File: src/rtl/fib_pkg.sv
package fib_pkg;

  // Operation applied to the term window in a given cycle.
  typedef enum logic [1:0] {
    ACT_HOLD = 2'd0,
    ACT_SEED = 2'd1,
    ACT_STEP = 2'd2
  } fib_act_e;

endpackage

File: src/rtl/fib_ctrl.sv
module fib_ctrl
  import fib_pkg::*;
(
  input  logic     init,
  input  logic     adv,
  output fib_act_e act
);

  // Seeding dominates advancing; otherwise advance or hold.
  always_comb begin
    if (init) begin
      act = ACT_SEED;
    end else if (adv) begin
      act = ACT_STEP;
    end else begin
      act = ACT_HOLD;
    end
  end

endmodule

File: src/rtl/fib_window.sv
module fib_window
  import fib_pkg::*;
#(
  parameter int DATA_W = 16
) (
  input  logic              clk,
  input  logic              rst_n,
  input  fib_act_e          act,
  output logic [DATA_W-1:0] lo_q,
  output logic [DATA_W-1:0] hi_q,
  output logic              carry
);

  localparam logic [DATA_W-1:0] SEED_LO = '0;
  localparam logic [DATA_W-1:0] SEED_HI = DATA_W'(1);

  logic [DATA_W-1:0] sum;
  logic [DATA_W-1:0] lo_d;
  logic [DATA_W-1:0] hi_d;

  // A single adder forms the next term and its carry out.
  always_comb begin
    {carry, sum} = {1'b0, lo_q} + {1'b0, hi_q};
  end

  always_comb begin
    lo_d = lo_q;
    hi_d = hi_q;
    case (act)
      ACT_SEED: begin
        lo_d = SEED_LO;
        hi_d = SEED_HI;
      end
      ACT_STEP: begin
        lo_d = hi_q;
        hi_d = sum;
      end
      default: begin
        lo_d = lo_q;
        hi_d = hi_q;
      end
    endcase
  end

  always_ff @(posedge clk or negedge rst_n) begin
    if (!rst_n) begin
      lo_q <= SEED_LO;
      hi_q <= SEED_HI;
    end else begin
      lo_q <= lo_d;
      hi_q <= hi_d;
    end
  end

  // on a step the old upper term slides into the lower slot.
  p_slide_r2: assert property (@(posedge clk) disable iff (!rst_n)
    (act == ACT_STEP) |=> (lo_q == $past(hi_q)));

  // on a step the upper slot receives the sum modulo 2^DATA_W.
  p_sum_r2: assert property (@(posedge clk) disable iff (!rst_n)
    (act == ACT_STEP) |=> (hi_q == DATA_W'($past(lo_q) + $past(hi_q))));

endmodule

File: src/rtl/fib_ovf_flag.sv
module fib_ovf_flag
  import fib_pkg::*;
(
  input  logic     clk,
  input  logic     rst_n,
  input  fib_act_e act,
  input  logic     carry,
  output logic     flag_q
);

  logic flag_d;

  always_comb begin
    flag_d = flag_q;
    if (act == ACT_SEED) begin
      flag_d = 1'b0;
    end else if (act == ACT_STEP && carry) begin
      flag_d = 1'b1;
    end
  end

  always_ff @(posedge clk or negedge rst_n) begin
    if (!rst_n) begin
      flag_q <= 1'b0;
    end else begin
      flag_q <= flag_d;
    end
  end

  // a step that loads a carried sum raises the flag.
  p_set_r5: assert property (@(posedge clk) disable iff (!rst_n)
    (act == ACT_STEP && carry) |=> flag_q);

  // the flag is released only by a seed.
  p_sticky_r6: assert property (@(posedge clk) disable iff (!rst_n)
    (flag_q && act != ACT_SEED) |=> flag_q);

endmodule

File: src/rtl/fib_step_count.sv
module fib_step_count
  import fib_pkg::*;
#(
  parameter int CNT_W = 16
) (
  input  logic             clk,
  input  logic             rst_n,
  input  fib_act_e         act,
  output logic [CNT_W-1:0] cnt_q
);

  logic [CNT_W-1:0] cnt_d;

  always_comb begin
    cnt_d = cnt_q;
    if (act == ACT_SEED) begin
      cnt_d = '0;
    end else if (act == ACT_STEP) begin
      cnt_d = cnt_q + CNT_W'(1);
    end
  end

  always_ff @(posedge clk or negedge rst_n) begin
    if (!rst_n) begin
      cnt_q <= '0;
    end else begin
      cnt_q <= cnt_d;
    end
  end

  // each advance adds exactly one, wrapping at the counter width.
  p_count_r7: assert property (@(posedge clk) disable iff (!rst_n)
    (act == ACT_STEP) |=> (cnt_q == CNT_W'($past(cnt_q) + 1'b1)));

endmodule

File: src/rtl/fib_stepper.sv
module fib_stepper
  import fib_pkg::*;
#(
  parameter int DATA_W = 16,
  parameter int CNT_W  = 16
) (
  input  logic              clk,
  input  logic              rst_n,
  input  logic              init,
  input  logic              adv,
  output logic [DATA_W-1:0] term,
  output logic [CNT_W-1:0]  steps,
  output logic              overflow
);

  fib_act_e          act;
  logic [DATA_W-1:0] lo_q;
  logic [DATA_W-1:0] hi_q;
  logic              carry;

  fib_ctrl u_ctrl (
    .init (init),
    .adv  (adv),
    .act  (act)
  );

  fib_window #(.DATA_W(DATA_W)) u_window (
    .clk   (clk),
    .rst_n (rst_n),
    .act   (act),
    .lo_q  (lo_q),
    .hi_q  (hi_q),
    .carry (carry)
  );

  fib_ovf_flag u_flag (
    .clk    (clk),
    .rst_n  (rst_n),
    .act    (act),
    .carry  (carry),
    .flag_q (overflow)
  );

  fib_step_count #(.CNT_W(CNT_W)) u_count (
    .clk   (clk),
    .rst_n (rst_n),
    .act   (act),
    .cnt_q (steps)
  );

  assign term = lo_q;

  // a seed request, with or without adv, gives the seeded state.
  p_seed_r1: assert property (@(posedge clk) disable iff (!rst_n)
    init |=> (term == '0 && steps == '0 && !overflow));

  // an idle cycle changes no visible state.
  p_hold_r3: assert property (@(posedge clk) disable iff (!rst_n)
    (!init && !adv) |=> ($stable(term) && $stable(steps) && $stable(overflow)));

  // until the flag rises the window never decreases.
  p_no_overflow_r5: assert property (@(posedge clk) disable iff (!rst_n)
    !overflow |-> (hi_q >= lo_q));

endmodule

File: config.mk
export PLATFORM = sky130hd
export DESIGN_NAME = fib_stepper
export DESIGN_NICKNAME = d
export VERILOG_FILES = /design/src/rtl/fib_pkg.sv /design/src/rtl/fib_ctrl.sv /design/src/rtl/fib_window.sv /design/src/rtl/fib_ovf_flag.sv /design/src/rtl/fib_step_count.sv /design/src/rtl/fib_stepper.sv
export SDC_FILE = /design/constraint.sdc
export NUM_CORES = 1
export LEC_CHECK = 0
export BUFFER_PORTS_ARGS = -buffer_cell sky130_fd_sc_hd__clkbuf_2
export CAP_MARGIN = 5
export CORE_AREA = 10 10 87 89
export DETAILED_ROUTE_END_ITERATION = 16
export DIE_AREA = 0 0 97 99
export PLACE_DENSITY = 0.74
export SLEW_MARGIN = 30
export SYNTH_ARGS = -nofsm -noshare
export SYNTH_HDL_FRONTEND = slang
export SYNTH_SLANG_ARGS = --single-unit
File: constraint.sdc
create_clock -name clk -period 2.31 [get_ports clk]
set_clock_uncertainty 0.05 [all_clocks]
set_input_delay 0.693 -clock clk [delete_from_list [all_inputs] [get_ports clk]]
set_output_delay 0.693 -clock clk [all_outputs]
set_load 0.05 [all_outputs]
==> impl_metrics.tcl, run 1 <==
set metrics [dict create \
    io_pins 37 \
    h-tree-depth 2 \
    grt_pass1_vias 2508 \
    synthArstFlopShare 1.00 \
    hpwlAfterDp_um 5160 \
    drt-initial-drc-count 98 \
    synthFlopType "dfrtp_1" \
    routed_wl_um 7000 \
    crit_required_ns 2.47 \
    cts.sinks 49 \
    fin_crit_ns 2.35 \
    outcome "complete, but fails checks" \
    cap_violations 0 \
    clk_latency_ns 0.31 \
    grt_max_degree 34 \
    rsz0062_at_grt "true" \
    wl_per_cell_um 16.2 \
    fin_crit_sh 1.02 \
    critical_path_arrival_ns 2.51 \
    ff_latch_area_um2 1230 \
    power_density_nw_per_um2 511 \
    hold_class "input pin to asynchronous set/reset pin" \
    multi_input_area_um2 1660 \
    drive_gt1_frac 0.232 \
    die_y_um 99 \
    drc 0 \
    cp-end-kind "flip-flop" \
    critPathKind "flip-flop to flip-flop" \
    crit_chain "ha_4 > inv_2 > fa_2 > and2b_2 > o21bai_4 > a2111oi_4 > o221ai_2 > a311oi_2" \
    syn-num-nets 329 \
    root_buffer "clkbuf_8" \
    crit_start "u_window.hi_q[0]" \
    slew-limit-headroom 0.617 \
    initial_utilization 0.502 \
    track_usage 0.145 \
    num_vias 2490 \
    vdd_drop_max_mv 0.292 \
    r2r-start "u_window.hi_q[0]" \
    dieArea_um2 9600 \
    drv_slew 0 \
    yosysUniqueCellTypes 53 \
    fin_ws_ns -0.0362 \
    finalInstanceArea_um2 3480 \
    max_freq_mhz 426 \
    path_max_fanout 4 \
    critPathMaxStageDelay_ns 0.56 \
    p_leak_uw 0.00169 \
    pre_cts_slack_ns -0.0682 \
    dieWidth_um 97 \
    dr.pass1.iters 4 \
    synth_edf_count 0 \
    clockBufferDepth 2 \
    start_kind "flip-flop" \
    final_hold_viol_count 0 \
    gp_congestion 0.849 \
    antenna_cells 0 \
    place_area_um2 3300 \
    syn_area_um2 2940 \
    violations "setup timing" \
    grt_remaining_overflow 0 \
    cts_tree "built" \
    syn_to_final_growth_pct 18.6 \
    syn_inst 307 \
    synth_seq_cells 49 \
    critPathSlowestCell "dfstp_2" \
    yosysSeqAreaShare 0.418 \
    cts.clk_slew.worst_paths_ns 0.09 \
    nets 378 \
    worst_slew_pin_slew_ns 0.574 \
    cts_buffers 5 \
    yosysWarningCount 0 \
    portBuffers 36 \
    avgSynthCellArea_um2 9.57 \
    fillers 505 \
    finalSetupViolCount 2 \
    core_um2 5850 \
    antenna_found_initial 0 \
    grt_first_pass_wirelength_um 12000 \
    std_cell_rows 28 \
    vias_per_cell 5.76 \
    drtAntennaViolNets 0 \
]
[per-stage QoR]
step                      total power [uW]  hold WS, ns  cells  utilization  TNS (ns)
final                                 1780        0.318    432        0.596   -0.0539
after global routing                  1860        0.323    432        0.596    -0.302
after CTS                             1800        0.321    431        0.590   -0.0115
after detailed placement              1050        0.455    423        0.564    -0.117
after global placement                1040        0.446    423        0.564         0
after floorplan                        983        0.347    307            -         0
[cells by family after synthesis]
kind of cell / after synthesis / synth area share
AND/OR/NAND/NOR: 114 / 0.184
AO/OA/AOI/OAI: 73 / 0.184
flip-flops: 49 / 0.418
buffers and inverters: 21 / 0.0311
multiplexers: 19 / 0.0647
adder cells (fa/ha/maj): 18 / 0.0792
XOR/XNOR: 13 / 0.0387
[what timing repair did]
item / CTS / global route
setup endpoints to repair: 3 / 7
buffers inserted: 0 / 1
gates resized for setup: 5 / 5
hold buffers: 0 / 0
pin swaps: 2 / 1
[worst max-delay path, delay by kind of cell (launching register included)]
kind                     cells  cell delay (ns)
flip-flops                   1             0.56
AND/OR/NAND/NOR              1             0.25
adder cells (fa/ha/maj)      2             0.46
buffers and inverters        1             0.03
AO/OA/AOI/OAI                4             0.90
[final timing paths]
check | slack (ns) | end | cells past startpoint
max | -0.04 | u_flag.flag_q | 8
min | 0.32 | u_window.hi_q[10] | 1
max reg2reg | -0.04 | u_flag.flag_q | 8
min reg2reg | 0.48 | u_window.hi_q[5] | 2
max in group asynchronous | 1.32 | u_window.lo_q[8] | 2
min in group clk | 0.48 | u_window.hi_q[5] | 2
[per-layer routing]
layer  up-vias  wire length [um]  part of all wire  track usage
met4         0                58            0.0083       0.0341
met2        51              3420              0.49        0.246
met1      1219              3260              0.46        0.183
li1       1214                 -                 -            -
met3         6               263             0.038       0.0293
met5         -                 0                 0            0
[cell usage after synthesis (2+ instances only)]
cell      count  area, um2
a21o_1        3       22.5
and3_1        3       18.8
o21ai_0      10       50.1
nor2_1       44        165
nor2b_1       2       12.5
dfrtp_1      48       1200
nand3_1      10       50.1
ha_1         17        213
mux2i_1      19        190
nor3_1        3       15.0
nand4_1       9       56.3
xor2_1        9       78.8
buf_2         3       15.0
o311ai_0      2       17.5
xnor2_1       4       35.0
a211o_1       7       61.3
o211ai_1      6       45.0
inv_1         8       30.0
and4_1        3       26.3
nand3b_1      2       15.0
a211oi_1      6       45.0
or3_1         3       18.8
nand2_1      24       90.1
clkbuf_1      7       26.3
o221ai_1      3       26.3
and2_1        4       25.0
a31oi_1       2       12.5
a21oi_1      19       95.1
nor2_2        3       18.8
[power by group]
part	total (uW)	internal (uW)	switching, uW
sequential	882	869	13.3
clock	744	436	308
combinational	153	49.7	103
total	1780	1350	424
[area by class of cell]
cell class / instances / share of cell area
Multi-Input combinational cell: 237 / 0.477
Sequential cell: 49 / 0.353
Timing Repair Buffer: 54 / 0.0941
Tap cell: 75 / 0.0269
Clock buffer: 5 / 0.0197
Clock inverter: 3 / 0.0197
Inverter: 9 / 0.00969
[registers in the layout, summed over array words and instances (netlist names)]
| register | cells |
|---|---|
| u_count.cnt_q | 16 |
| u_flag.flag_q | 1 |
| u_window.hi_q | 16 |
| u_window.lo_q | 16 |
[cell usage in the layout (no fill, tap or decap), types with 3 or more instances in the layout]
| cell | Yosys | final |
|---|---|---|
| or3_1 | 3 | 3 |
| xnor2_1 | 4 | 4 |
| inv_1 | 8 | 7 |
| a21oi_1 | 19 | 17 |
| a211oi_1 | 6 | 5 |
| and3_1 | 3 | 3 |
| a21o_1 | 3 | 3 |
| nor2_1 | 44 | 44 |
| and2_1 | 4 | 4 |
| nand3_1 | 10 | 10 |
| clkbuf_8 | 0 | 5 |
| xor2_1 | 9 | 9 |
| mux2i_1 | 19 | 19 |
| nand4_1 | 9 | 9 |
| o211ai_1 | 6 | 6 |
| buf_4 | 0 | 17 |
| dfrtp_1 | 48 | 46 |
| clkbuf_2 | 1 | 36 |
| and4_1 | 3 | 3 |
| ha_1 | 17 | 16 |
| o21ai_0 | 10 | 10 |
| a211o_1 | 7 | 7 |
| nand2_1 | 24 | 24 |
| nor2_2 | 3 | 3 |
| nor3_1 | 3 | 3 |
Power figures use the tool's default switching activity.
==> inputs of run 2 (changes only) <==
Clock period 2.31 ns to 2.05 ns, I/O delays scaled along.
==> run 2 against run 1 <==
Against the previous run: the run still ends with setup timing left; critical path type unchanged; final area up 3.3%; clock power down 18%; register-to-register slack worse by 0.21 ns; core utilization up 2.0 points; routed wire length down 0.93%; cell count up 3.5%; fmax up 2.4%; critical path depth unchanged; clock-buffer cell count unchanged; setup slack worse by 0.21 ns; worst hold slack worse by 0.11 ns; sequential power up 12%.
==> impl_metrics.tcl, run 2 (synthesis gave the netlist of run 1 again) <==
set metrics [dict create \
    grt_pass1_vias 2506 \
    worst_slew_pin_slew_ns 0.546 \
    slew-limit-headroom 0.636 \
    start_kind "flip-flop" \
    cts.clk_slew.worst_paths_ns 0.11 \
    dieArea_um2 9600 \
    gp_congestion 0.870 \
    critPathKind "flip-flop to flip-flop" \
    grt_max_degree 30 \
    fin_crit_sh 1.12 \
    vias_per_cell 5.68 \
    postLayoutCoreUtil 0.615 \
    crit_required_ns 2.22 \
    hpwlAfterDp_um 5220 \
    clk_latency_ns 0.31 \
    max_freq_mhz 436 \
    antenna_found_initial 0 \
    clockBufferDepth 2 \
    outcome "complete, but fails checks" \
    grt_first_pass_wirelength_um 11800 \
    track_usage 0.144 \
    cts_tree "built" \
    hold_buffers 0 \
    nets 393 \
    drt-initial-drc-count 87 \
    die_y_um 99 \
    rsz0062_at_grt "true" \
    vdd_drop_max_mv 0.269 \
    std_cell_rows 28 \
    io_pins 37 \
    hold_class "input pin to asynchronous set/reset pin" \
    h-tree-depth 2 \
    drv_slew 0 \
    top_regs "u_count.cnt_q x16, u_window.hi_q x16, u_window.lo_q x16" \
    p_leak_uw 0.00173 \
    fillers 498 \
    drc 0 \
    dr.pass1.iters 4 \
    antenna_cells 0 \
    fin_cells 447 \
    cts_buffers 5 \
    power_density_nw_per_um2 496 \
    root_buffer "clkbuf_8" \
    syn_to_final_growth_pct 22.5 \
    final_cell_mix "nor2_1 (44), dfrtp_1 (41), clkbuf_2 (36)" \
    cts.sinks 49 \
    critical_path_arrival_ns 2.46 \
    final_hold_viol_count 0 \
    cap_violations 0 \
    portBuffers 36 \
    wl_per_cell_um 15.5 \
    drive_gt1_frac 0.288 \
    routed_wl_um 6940 \
    initial_utilization 0.502 \
    post-place-cells 435 \
    drtAntennaViolNets 0 \
    finalSetupViolCount 7 \
    fin_crit_ns 2.29 \
    path_max_fanout 4 \
    num_vias 2537 \
    dieWidth_um 97 \
    final_common_cell "nor2_1" \
    core_um2 5850 \
    fin_ws_ns -0.242 \
    grt_remaining_overflow 0 \
    violations "setup timing" \
    finalPower_uw 1790 \
    cp-end-kind "flip-flop" \
]
run 2: cell count changes in the layout (fill, tap and decap cells not counted), sizes merged:
cell,before,now
buf,18,33
clkinvlp,0,1
bufinv,2,0
inv,9,10
run 2: metal layers:
layer	track usage	wire (um)	part of all wire
met1	0.172	3150	0.45
met2	0.251	3430	0.49
met3	0.0356	282	0.041
met4	0.0363	72	0.010
met5	0	0	0
run 2: path summary, 6_finish.rpt:
path / endpoint / slack [ns] / cells past startpoint / from
worst max-delay path: u_flag.flag_q / -0.24 / 8 / u_window.hi_q[0]
worst min-delay path: u_count.cnt_q[11] / 0.21 / 1 / rst_n
worst max register to register: u_flag.flag_q / -0.24 / 8 / u_window.hi_q[0]
worst min register to register: u_window.hi_q[11] / 0.49 / 2 / u_window.hi_q[11]
max in group asynchronous: u_window.lo_q[8] / 1.15 / 2 / rst_n
min in group clk: u_window.hi_q[11] / 0.49 / 2 / u_window.hi_q[11]
run 2: power breakdown:
group	internal, uW	switching (uW)
sequential	979	12.9
clock	249	364
combinational	63.3	117
run 2: critical path: stages, from the launching register on:
cell       delay (ns)
dfstp_2          0.57
ha_4             0.14
inv_2            0.03
fa_2             0.32
and2b_2          0.25
o21bai_4         0.09
a2111oi_4        0.39
o221ai_1         0.16
a311oi_1         0.22
run 2: layout make-up:
type / count / area, um2 / area share
clock buffers: 5 / 68.8 / 0.0191
clock inverters: 3 / 25.0 / 0.00695
inverters: 9 / 33.8 / 0.00938
multi-input cells: 237 / 1700 / 0.473
flip-flops and latches: 49 / 1240 / 0.343
well taps: 75 / 93.8 / 0.0261
repair buffers: 69 / 440 / 0.122
run 2: repair_timing:
item | in CTS | in global routing
setup buffers | 3 | 1
pin swaps | 3 | 7
cloned | 0 | 0
resized for setup | 5 | 4
hold endpoints to repair | 0 | 0
endpoints found under the setup margin | 9 | 8
run 2: metrics by stage:
stage	TNS (ns)	setup WS, ns	area [um2]	hold slack [ns]
global placement	-0.525	-0.196	3440	0.444
CTS	-0.949	-0.227	3570	0.231
finish	-1.10	-0.242	3600	0.213
detailed placement	-0.639	-0.211	3440	0.473
global route	-1.79	-0.329	3600	0.239
floorplan	-0.375	-0.141	2990	0.269
